--- src/rtl/i2c_seq_pkg.sv ---
`timescale 1ns/1ps
package i2c_seq_pkg;

    typedef enum logic [3:0] {
        S_IDLE,
        S_FETCH_A,
        S_ST_REL,
        S_ST_SETUP,
        S_ST_HOLD,
        S_ST_SCLLO,
        S_BIT_LOW,
        S_BIT_RISE,
        S_BIT_HIGH,
        S_FETCH_D,
        S_SP_LOW,
        S_SP_RISE,
        S_SP_HOLD,
        S_SP_FREE,
        S_DONE
    } seq_state_e;

    typedef enum logic [1:0] {
        ERR_NONE      = 2'd0,
        ERR_NO_DATA   = 2'd1,
        ERR_ADDR_NACK = 2'd2,
        ERR_DATA_NACK = 2'd3
    } seq_err_e;

endpackage

--- src/rtl/i2c_seq_timer.sv ---
`timescale 1ns/1ps
module i2c_seq_timer #(
    parameter int DW = 8
) (
    input  logic          clk,
    input  logic          rst_n,
    input  logic          load,
    input  logic [DW-1:0] load_val,
    output logic          expired
);

    logic [DW-1:0] cnt_d, cnt_q;

    always_comb begin
        cnt_d = cnt_q;
        if (load) begin
            cnt_d = load_val;
        end else if (cnt_q != '0) begin
            cnt_d = cnt_q - 1'b1;
        end
    end

    always_ff @(posedge clk or negedge rst_n) begin
        if (!rst_n) cnt_q <= '0;
        else        cnt_q <= cnt_d;
    end

    assign expired = (cnt_q == '0);

    // a loaded phase length is what the counter then holds
    a_r10_timer_load: assert property (@(posedge clk) disable iff (!rst_n)
        load |=> (cnt_q == $past(load_val)));

endmodule

--- src/rtl/i2c_msg_seq.sv ---
`timescale 1ns/1ps
module i2c_msg_seq
    import i2c_seq_pkg::*;
#(
    parameter int LEN_W       = 8,
    parameter int DW          = 8,
    parameter int T_LOW_STD   = 10,
    parameter int T_HIGH_STD  = 8,
    parameter int T_HOLD_STD  = 8,
    parameter int T_LOW_FAST  = 5,
    parameter int T_HIGH_FAST = 4,
    parameter int T_HOLD_FAST = 4
) (
    input  logic             clk,
    input  logic             rst_n,
    input  logic             fast_mode,
    input  logic             start,
    input  logic [LEN_W-1:0] msg_len,
    output logic             busy,
    output logic             wr_ready,
    input  logic             wr_valid,
    input  logic [7:0]       wr_data,
    output logic             rd_valid,
    output logic [7:0]       rd_data,
    output logic             done,
    output logic [1:0]       err,
    input  logic             scl_i,
    input  logic             sda_i,
    output logic             scl_pull,
    output logic             sda_pull
);

    localparam logic [DW-1:0]    LOW_S  = DW'(T_LOW_STD);
    localparam logic [DW-1:0]    HIGH_S = DW'(T_HIGH_STD);
    localparam logic [DW-1:0]    HOLD_S = DW'(T_HOLD_STD);
    localparam logic [DW-1:0]    LOW_F  = DW'(T_LOW_FAST);
    localparam logic [DW-1:0]    HIGH_F = DW'(T_HIGH_FAST);
    localparam logic [DW-1:0]    HOLD_F = DW'(T_HOLD_FAST);
    localparam logic [LEN_W-1:0] ONE    = LEN_W'(1);
    localparam logic [3:0]       ACK_IX = 4'd8;

    typedef struct packed {
        seq_state_e       st;
        logic [7:0]       sh;
        logic [LEN_W-1:0] left;
        logic [3:0]       bitn;
        logic             rd_mode;
        logic             is_addr;
        logic             sda;
        logic             rdv;
        seq_err_e         err;
    } regs_t;

    localparam regs_t RESET_V = '{st: S_IDLE, sh: '0, left: '0, bitn: '0,
                                  rd_mode: 1'b0, is_addr: 1'b0, sda: 1'b0,
                                  rdv: 1'b0, err: ERR_NONE};

    regs_t         q, n;
    logic          t_load, t_exp, wr_phase, drive_bit;
    logic [DW-1:0] t_val;

    function automatic logic [DW-1:0] phase_delay(seq_state_e s, logic f);
        case (s)
            S_BIT_LOW, S_SP_LOW:              return f ? LOW_F  : LOW_S;
            S_BIT_HIGH, S_ST_SETUP, S_SP_FREE: return f ? HIGH_F : HIGH_S;
            S_ST_HOLD, S_SP_HOLD:             return f ? HOLD_F : HOLD_S;
            default:                          return '0;
        endcase
    endfunction

    i2c_seq_timer #(.DW(DW)) u_timer (
        .clk      (clk),
        .rst_n    (rst_n),
        .load     (t_load),
        .load_val (t_val),
        .expired  (t_exp)
    );

    assign wr_phase  = !q.rd_mode || q.is_addr;
    assign drive_bit = (q.bitn == ACK_IX) ? (!wr_phase && (q.left != ONE))
                                          : (wr_phase && !q.sh[7]);

    always_comb begin
        n     = q;
        n.rdv = 1'b0;
        case (q.st)
            S_IDLE: if (start) begin
                n.err = ERR_NONE;
                if (msg_len <= ONE) begin
                    n.err = ERR_NO_DATA;
                    n.st  = S_DONE;
                end else begin
                    n.left    = msg_len;
                    n.is_addr = 1'b1;
                    n.st      = S_FETCH_A;
                end
            end
            S_FETCH_A: if (wr_valid) begin
                n.sh      = wr_data;
                n.rd_mode = wr_data[0];
                n.st      = S_ST_REL;
            end
            S_ST_REL:   if (scl_i) n.st = S_ST_SETUP;
            S_ST_SETUP: if (t_exp) n.st = S_ST_HOLD;
            S_ST_HOLD: begin
                n.sda = 1'b1;
                if (t_exp) n.st = S_ST_SCLLO;
            end
            S_ST_SCLLO: begin
                n.bitn = '0;
                n.st   = S_BIT_LOW;
            end
            S_BIT_LOW: begin
                n.sda = drive_bit;
                if (t_exp) n.st = S_BIT_RISE;
            end
            S_BIT_RISE: if (scl_i) n.st = S_BIT_HIGH;
            S_BIT_HIGH: if (t_exp) begin
                if (q.bitn != ACK_IX) begin
                    n.sh   = {q.sh[6:0], sda_i};
                    n.bitn = q.bitn + 4'd1;
                    n.st   = S_BIT_LOW;
                end else begin
                    n.bitn    = '0;
                    n.is_addr = 1'b0;
                    n.left    = q.left - ONE;
                    if (wr_phase && sda_i) begin
                        n.err = q.is_addr ? ERR_ADDR_NACK : ERR_DATA_NACK;
                        n.st  = S_SP_LOW;
                    end else begin
                        n.rdv = !wr_phase;
                        if (q.left == ONE)  n.st = S_SP_LOW;
                        else if (q.rd_mode) n.st = S_BIT_LOW;
                        else                n.st = S_FETCH_D;
                    end
                end
            end
            S_FETCH_D: if (wr_valid) begin
                n.sh = wr_data;
                n.st = S_BIT_LOW;
            end
            S_SP_LOW: begin
                n.sda = 1'b1;
                if (t_exp) n.st = S_SP_RISE;
            end
            S_SP_RISE: if (scl_i) n.st = S_SP_HOLD;
            S_SP_HOLD: if (t_exp) n.st = S_SP_FREE;
            S_SP_FREE: begin
                n.sda = 1'b0;
                if (t_exp) n.st = S_DONE;
            end
            S_DONE:  n.st = S_IDLE;
            default: n.st = S_IDLE;
        endcase
        t_val  = phase_delay(n.st, fast_mode);
        t_load = (n.st != q.st) && (t_val != '0);
    end

    always_ff @(posedge clk or negedge rst_n) begin
        if (!rst_n) q <= RESET_V;
        else        q <= n;
    end

    assign busy     = (q.st != S_IDLE);
    assign wr_ready = (q.st == S_FETCH_A) || (q.st == S_FETCH_D);
    assign rd_valid = q.rdv;
    assign rd_data  = q.sh;
    assign done     = (q.st == S_DONE);
    assign err      = q.err;
    assign scl_pull = (q.st == S_ST_SCLLO) || (q.st == S_BIT_LOW) ||
                      (q.st == S_FETCH_D)  || (q.st == S_SP_LOW);
    assign sda_pull = q.sda;

    a_r1_no_data: assert property (@(posedge clk) disable iff (!rst_n)
        (q.st == S_IDLE && start && msg_len <= ONE) |=> (done && err == ERR_NO_DATA));

    a_r9_err_clear: assert property (@(posedge clk) disable iff (!rst_n)
        (q.st == S_IDLE && start && msg_len > ONE) |=> (err == ERR_NONE));

    a_r4_one_byte_per_handshake: assert property (@(posedge clk) disable iff (!rst_n)
        (wr_ready && wr_valid) |=> !wr_ready);

    a_r3_sda_steady_scl_high: assert property (@(posedge clk) disable iff (!rst_n)
        (q.st == S_BIT_HIGH) |-> $stable(sda_pull));

    a_r8_done_bus_released: assert property (@(posedge clk) disable iff (!rst_n)
        done |-> (!scl_pull && !sda_pull));

    a_r7_rd_only_reading: assert property (@(posedge clk) disable iff (!rst_n)
        rd_valid |-> q.rd_mode);

endmodule

--- config.mk ---
export PLATFORM = sky130hd
export DESIGN_NAME = i2c_msg_seq
export DESIGN_NICKNAME = d
export VERILOG_FILES = /design/src/rtl/i2c_seq_pkg.sv /design/src/rtl/i2c_seq_timer.sv /design/src/rtl/i2c_msg_seq.sv
export SDC_FILE = /design/constraint.sdc
export NUM_CORES = 1
export LEC_CHECK = 0
export CORE_ASPECT_RATIO = 0.5
export CORE_MARGIN = 2
export CORE_UTILIZATION = 49
export DETAILED_ROUTE_END_ITERATION = 10
export PLACE_DENSITY = 0.79
export SLEW_MARGIN = 20
export SYNTH_ARGS = -nofsm -noshare
export SYNTH_HDL_FRONTEND = slang
export SYNTH_SLANG_ARGS = --single-unit
--- constraint.sdc ---
create_clock -name clk -period 2.75 [get_ports clk]
set_clock_uncertainty 0.2 [all_clocks]
set_input_delay 0.55 -clock clk [delete_from_list [all_inputs] [get_ports clk]]
set_output_delay 0.55 -clock clk [all_outputs]
set_load 0.01 [all_outputs]
# After elaboration in Yosys (flattened, before gate mapping)
# Index checks and enable logic that the tools add are counted.
# totals
word_cells	126
register_bits	38
input_bits	23
# classes
n_eq_ne	34
n_lt_le_gt_ge	1
add_sub_neg	3
n_mux	48
reduce_logical	30
# ops
cell	n
4-bit two-way mux	18
4-bit one-hot mux with 14 select lines	1
4-bit equality test, second input constant	12
8-bit two-way mux	6
4-bit by 3-bit equality test with 1-bit output, second input constant	6
12-bit two-way mux	2
24-bit two-way mux	1
8-bit one-hot mux with 3 select lines	1
2-bit inequality test, second input constant	8
4-bit one-hot mux with 2 select lines	2
8-bit one-hot mux with 2 select lines	1
8-bit nonzero test	2
8-bit by 1-bit subtractor with 8-bit output, second input constant	2
5-bit AND reduction	3
4-bit by 2-bit equality test with 1-bit output, second input constant	3
1-bit two-way mux	9
8-bit by 1-bit equality test with 1-bit output, second input constant	1
8-bit by 1-bit less-or-equal comparator with 1-bit output, second input constant	1
8-bit zero test	1
8-bit by 1-bit inequality test with 1-bit output, second input constant	1
3-bit two-way mux	2
2-bit nonzero test	3
3-bit nonzero test	2
1-bit logical OR	5
15 further kinds	23

# Logic depth before layout (Yosys ltp)
# logic_depth
ltp_word	13
mapped_depth	13
mapped_depth_nobuf	11

# Cells and area by module
# A second synthesis with hierarchy kept.
# hier_totals
cells_unflattened	314
area_unflattened_um2	2670.1
# modules_own_cells
mod	seq_area_each_um2	n_inst	cells_each	area_per_inst_um2
i2c_msg_seq	750.7	1	257	2143.3
i2c_seq_timer	200.2	1	57	526.8

# Least setup slack after synthesis
# OpenSTA, ideal clock, no wires.
# synth_timing
kind	register -> register
startpoint	reg u_timer.cnt_q[0]
endpoint	reg u_timer.cnt_q[2]
setup_time_ns	0.125
path_buffers	2
slack_ns	-0.258
synth_period_minus_slack_ns	3.008
stages_incl_launch_ff	13
t_arrival_ns	2.683
path_cell_list	dfrtp_1 > inv_1 > ha_1 > or3b_1 > clkbuf_1 > or4_1 > o21ai_1 > a31oi_1 > nand3_2 > nor3_2 > o32a_1 > buf_6 > mux2_4
# synth_rtl
item	line_no	source
start, declared	i2c_seq_timer.sv:12	logic [DW-1:0] cnt_d, cnt_q;
start signal, assigned	i2c_seq_timer.sv:25	else cnt_q <= cnt_d;

==> metrics.md <==
| Metric | Value |
|---|---|
| Status | finished with violations |
| Failing checks | setup timing |
| Total of max-cap violations | 0 |
| Fillers | 319 |
| Ratio of cells with drive above 1 in the final layout | between 30% and 40% |
| Final Cycle Share | 108.3% |
| Top cell by count, worst path | buf_4 |
| Yosys warning count | 0 |
| Leakage | ~1.6 nW |
| Die width | around 110 µm |
| Largest delay share family, worst path | compound AO/OA/AOI/OAI gates |
| Final instance area | ~0.0038 mm² |
| Critical path class | flop to flop |
| Worst setup SP type | flop |
| Ys flop type | dfrtp_1 |
| Critical Path AT | around 3000 ps |
| Sw frac | between 40% and 50% |
| Routed Antenna Nets | 0 |
| Antenna diodes | 0 |
| Pre-antenna DRT Iters | 5 |
| Mapped Area | between 0.002 and 0.003 mm² |
| Via density per instance | slightly above 6 |
| Clock tree buffer depth | 2 |
| Initial antenna violation count | 0 |
| Tot GR Track Use | a little over a quarter |
| Hold Violations, Final | 0 |
| CTS tree | done |
| Clock network power share | approximately a tenth |
| Tmin final | 2977 ps |
| Slew @ Worst Pin | between 900 and 1000 ps |
| CP max FO | 5 |
| Placed Area | 0.003314 mm² |
| Post-synth EDFFs | 0 |
| Port Buffers | 38 |
| Pre-CTS worst setup slack | -449.7 ps |
| WL/cell | ~18 µm |
| Commonest non-fill, non-tap cell in the layout | buf_4 |
| VDD IR max | between 0.7 and 0.8 mV |
| Routability cong. | around 0.9 |
| Post-synth net total | between 300 and 400 |
| R2R depth | 12 |
| Die area | 0.005835 mm² |
| Global-route wire length before repair | roughly 12000 µm |
| Placed Cells | between 400 and 500 |
| Drt total wl | 8550 µm |
| Area contributors post-synth | dfrtp_1 (37%), nand2_1 (5.9%), o21ai_0 (5.1%), nor2_1 (4.4%), a21oi_1 (2.9%) |
| Ys async rst share | between 90% and 100% |
| Final setup margin | -227.3 ps |
| RSZ-0062 raised after global routing | true |
| TritonCTS buffer count | 5 |
| Syn_area_per_cell | 8.392 µm² |
| Worst-Skew Late Latency | 310 ps |
| Final core utilization | about 76% |
| CP required | 2790 ps |
| Met3 usage | 4.801% |
| Hold Buf Count CTS | 0 |
| Final cell count without fillers | ~470 |
| Fin. max-slew vios | 0 |
| Setup_tns | -1104 ps |
| Highest-delay cell along the critical path | a2111oi_4 |
| Sequential share of the synthesized area | 37.27% |
| Yosys cell types | 63 |
| Die Ht | ~55 µm |
| Initial Utilization | between 50% and 60% |
| Post-layout net count | 430 |
| Comb power frac | between 60% and 70% |
| Synth Register Bits | 38 |
| Site Rows | 18 |
| Sw power | between 2 and 2.5 mW |
| Starting DRT DRC Count | around 380 |
| Vias post-DR | slightly below 3000 |
| Worst min-delay path category | primary input to async pin |
| Synth top area share | between 30% and 40% |
| Rel. slew slack | around 40% |
| Busiest grt layer | met2 |
| Final setup fails | 9 |
| Post-Syn Instances | between 300 and 400 |
| Flop pwr share | 21.4% |
| Bufs and invs on worst path | 4 |
| CTS root buf | clkbuf_8 |
| Pin count of the biggest net entering global routing | 39 |
| Cells along the critical path | buf_4 -> nor4_4 -> buf_4 -> buf_4 -> nand3_1 -> a21oi_1 -> nand4b_1 -> buf_4 -> xnor2_1 -> a2111oi_4 -> o32ai_4 -> a21oi_4 |
| Pwr Density | 1198 mW/mm² |
| DR DRC count | 0 |
| Routing usage on met2 | between 50% and 60% |
| Max incr delay on CP | about 400 ps |
| GRT met1 Usage | between 30% and 40% |
| GRT Residual Overflow | 0 |
| CTS sink count | 38 |
| CP endpoint kind | flop |
| Vias in the first global route | 2609 |
| Dpl hpwl | 5365 µm |
| Core area | around 0.005 mm² |
| Worst-path clk slew | around 80 ps |
| I/O Pins | 39 |
| P_int | ~2.5 mW |
| H-tree levels | 2 |
| Cell taking the most area after synthesis | dfrtp_1 |
| Max frequency | between 300 and 400 MHz |
| WP depth | 12 |
| Commonest cells after routing, fill and taps aside | buf_4 (71), nand2_1 (38), dfrtp_1 (38) |
| Area grow syn2layout | 49.14% |
-- registers in the layout (all words and copies together), names as in the netlist --
signal         cells
rd_data            8
q                 18
rd_valid           1
sda_pull           1
u_timer.cnt_q      8
err                2
-- cell usage after synthesis (all sizes together), types with 3 or more instances --
| cell type | number |
|---|---|
| nand2 | 41 |
| dfrtp | 38 |
| nor2 | 30 |
| o21ai | 27 |
| buf | 17 |
| a21oi | 15 |
| inv | 12 |
| nor3 | 11 |
| a22oi | 9 |
| nand3 | 8 |
| nor2b | 8 |
| clkbuf | 7 |
| xnor2 | 7 |
| nor4 | 6 |
| ha | 5 |
| a31oi | 4 |
| a32oi | 4 |
| mux2 | 3 |
| mux2i | 3 |
| nand2b | 3 |
| nand4 | 3 |
| o211ai | 3 |
| or3 | 3 |
-- metrics by stage --
| step | power, mW | hold slack, ps |
|---|---|---|
| after floorplan | 2.437 | 54.41 |
| after global placement | 3.197 | 285.7 |
| after detailed placement | 3.298 | 283.3 |
| after CTS | 4.001 | 201.3 |
| after global routing | 4.789 | 229.0 |
| final | 4.559 | 156.2 |
-- cells by family after synthesis --
logic type      Yosys count  share of synthesized area, %
mux                       6                         2.648
fa+ha+maj                 5                         2.452
buf+inv                  37                         7.454
flops                    38                         37.27
compound gates           85                         22.36
xor+xnor                  7                         2.403
simple gates            126                         25.40
-- layout make-up --
type / instances / area [µm²] / share of cell area [%]
clock buffer: 6 / 82.58 / 2.170
clock inverter: 2 / 12.51 / 0.3288
timing repair buffer: 115 / 980.9 / 25.78
multi-input combinational: 229 / 1633 / 42.91
inverter: 13 / 57.56 / 1.513
tap: 70 / 87.58 / 2.302
sequential: 38 / 950.9 / 24.99
-- layer usage --
| metal | part of all wire [%] | vias to the layer above | wire length, µm |
|---|---|---|---|
| met3 | 6.9 | 43 | 589 |
| met2 | 50 | 148 | 4252 |
| met1 | 39 | 1396 | 3376 |
| met5 | 0 | - | 0 |
| li1 | - | 1295 | - |
| met4 | 3.9 | 0 | 332 |
-- final timing paths --
path                            slack (ps)                           end                    startpoint
worst max-delay path                  -230  u_timer.cnt_q[0]$_DFFE_PN0P_  u_timer.cnt_q[4]$_DFFE_PN0P_
worst min-delay path                   160               q[26]$_DFF_PN0_                         rst_n
worst max register to register        -230  u_timer.cnt_q[0]$_DFFE_PN0P_  u_timer.cnt_q[4]$_DFFE_PN0P_
worst min register to register         320            err[1]$_DFFE_PN0P_            err[1]$_DFFE_PN0P_
max in group asynchronous             1620             q[11]$_DFFE_PN0P_                         rst_n
min in group clk                       320            err[1]$_DFFE_PN0P_            err[1]$_DFFE_PN0P_
-- power groups by stage --
stage | sequential [mW] | clock (mW) | combinational, mW
after floorplan | 0.948 | 0 | 1.49
after global placement | 0.950 | 0 | 2.25
after detailed placement | 0.959 | 0 | 2.34
after CTS | 0.955 | 0.419 | 2.63
after global routing | 1.00 | 0.444 | 3.35
final | 0.976 | 0.426 | 3.16
-- timing repair --
| action | in CTS | in global routing |
|---|---|---|
| setup endpoints to repair | 8 | 19 |
| pin swaps | 13 | 14 |
| setup buffers | 10 | 10 |
| gates resized for setup | 21 | 32 |
No activity file was read; power rests on OpenSTA's default activity.
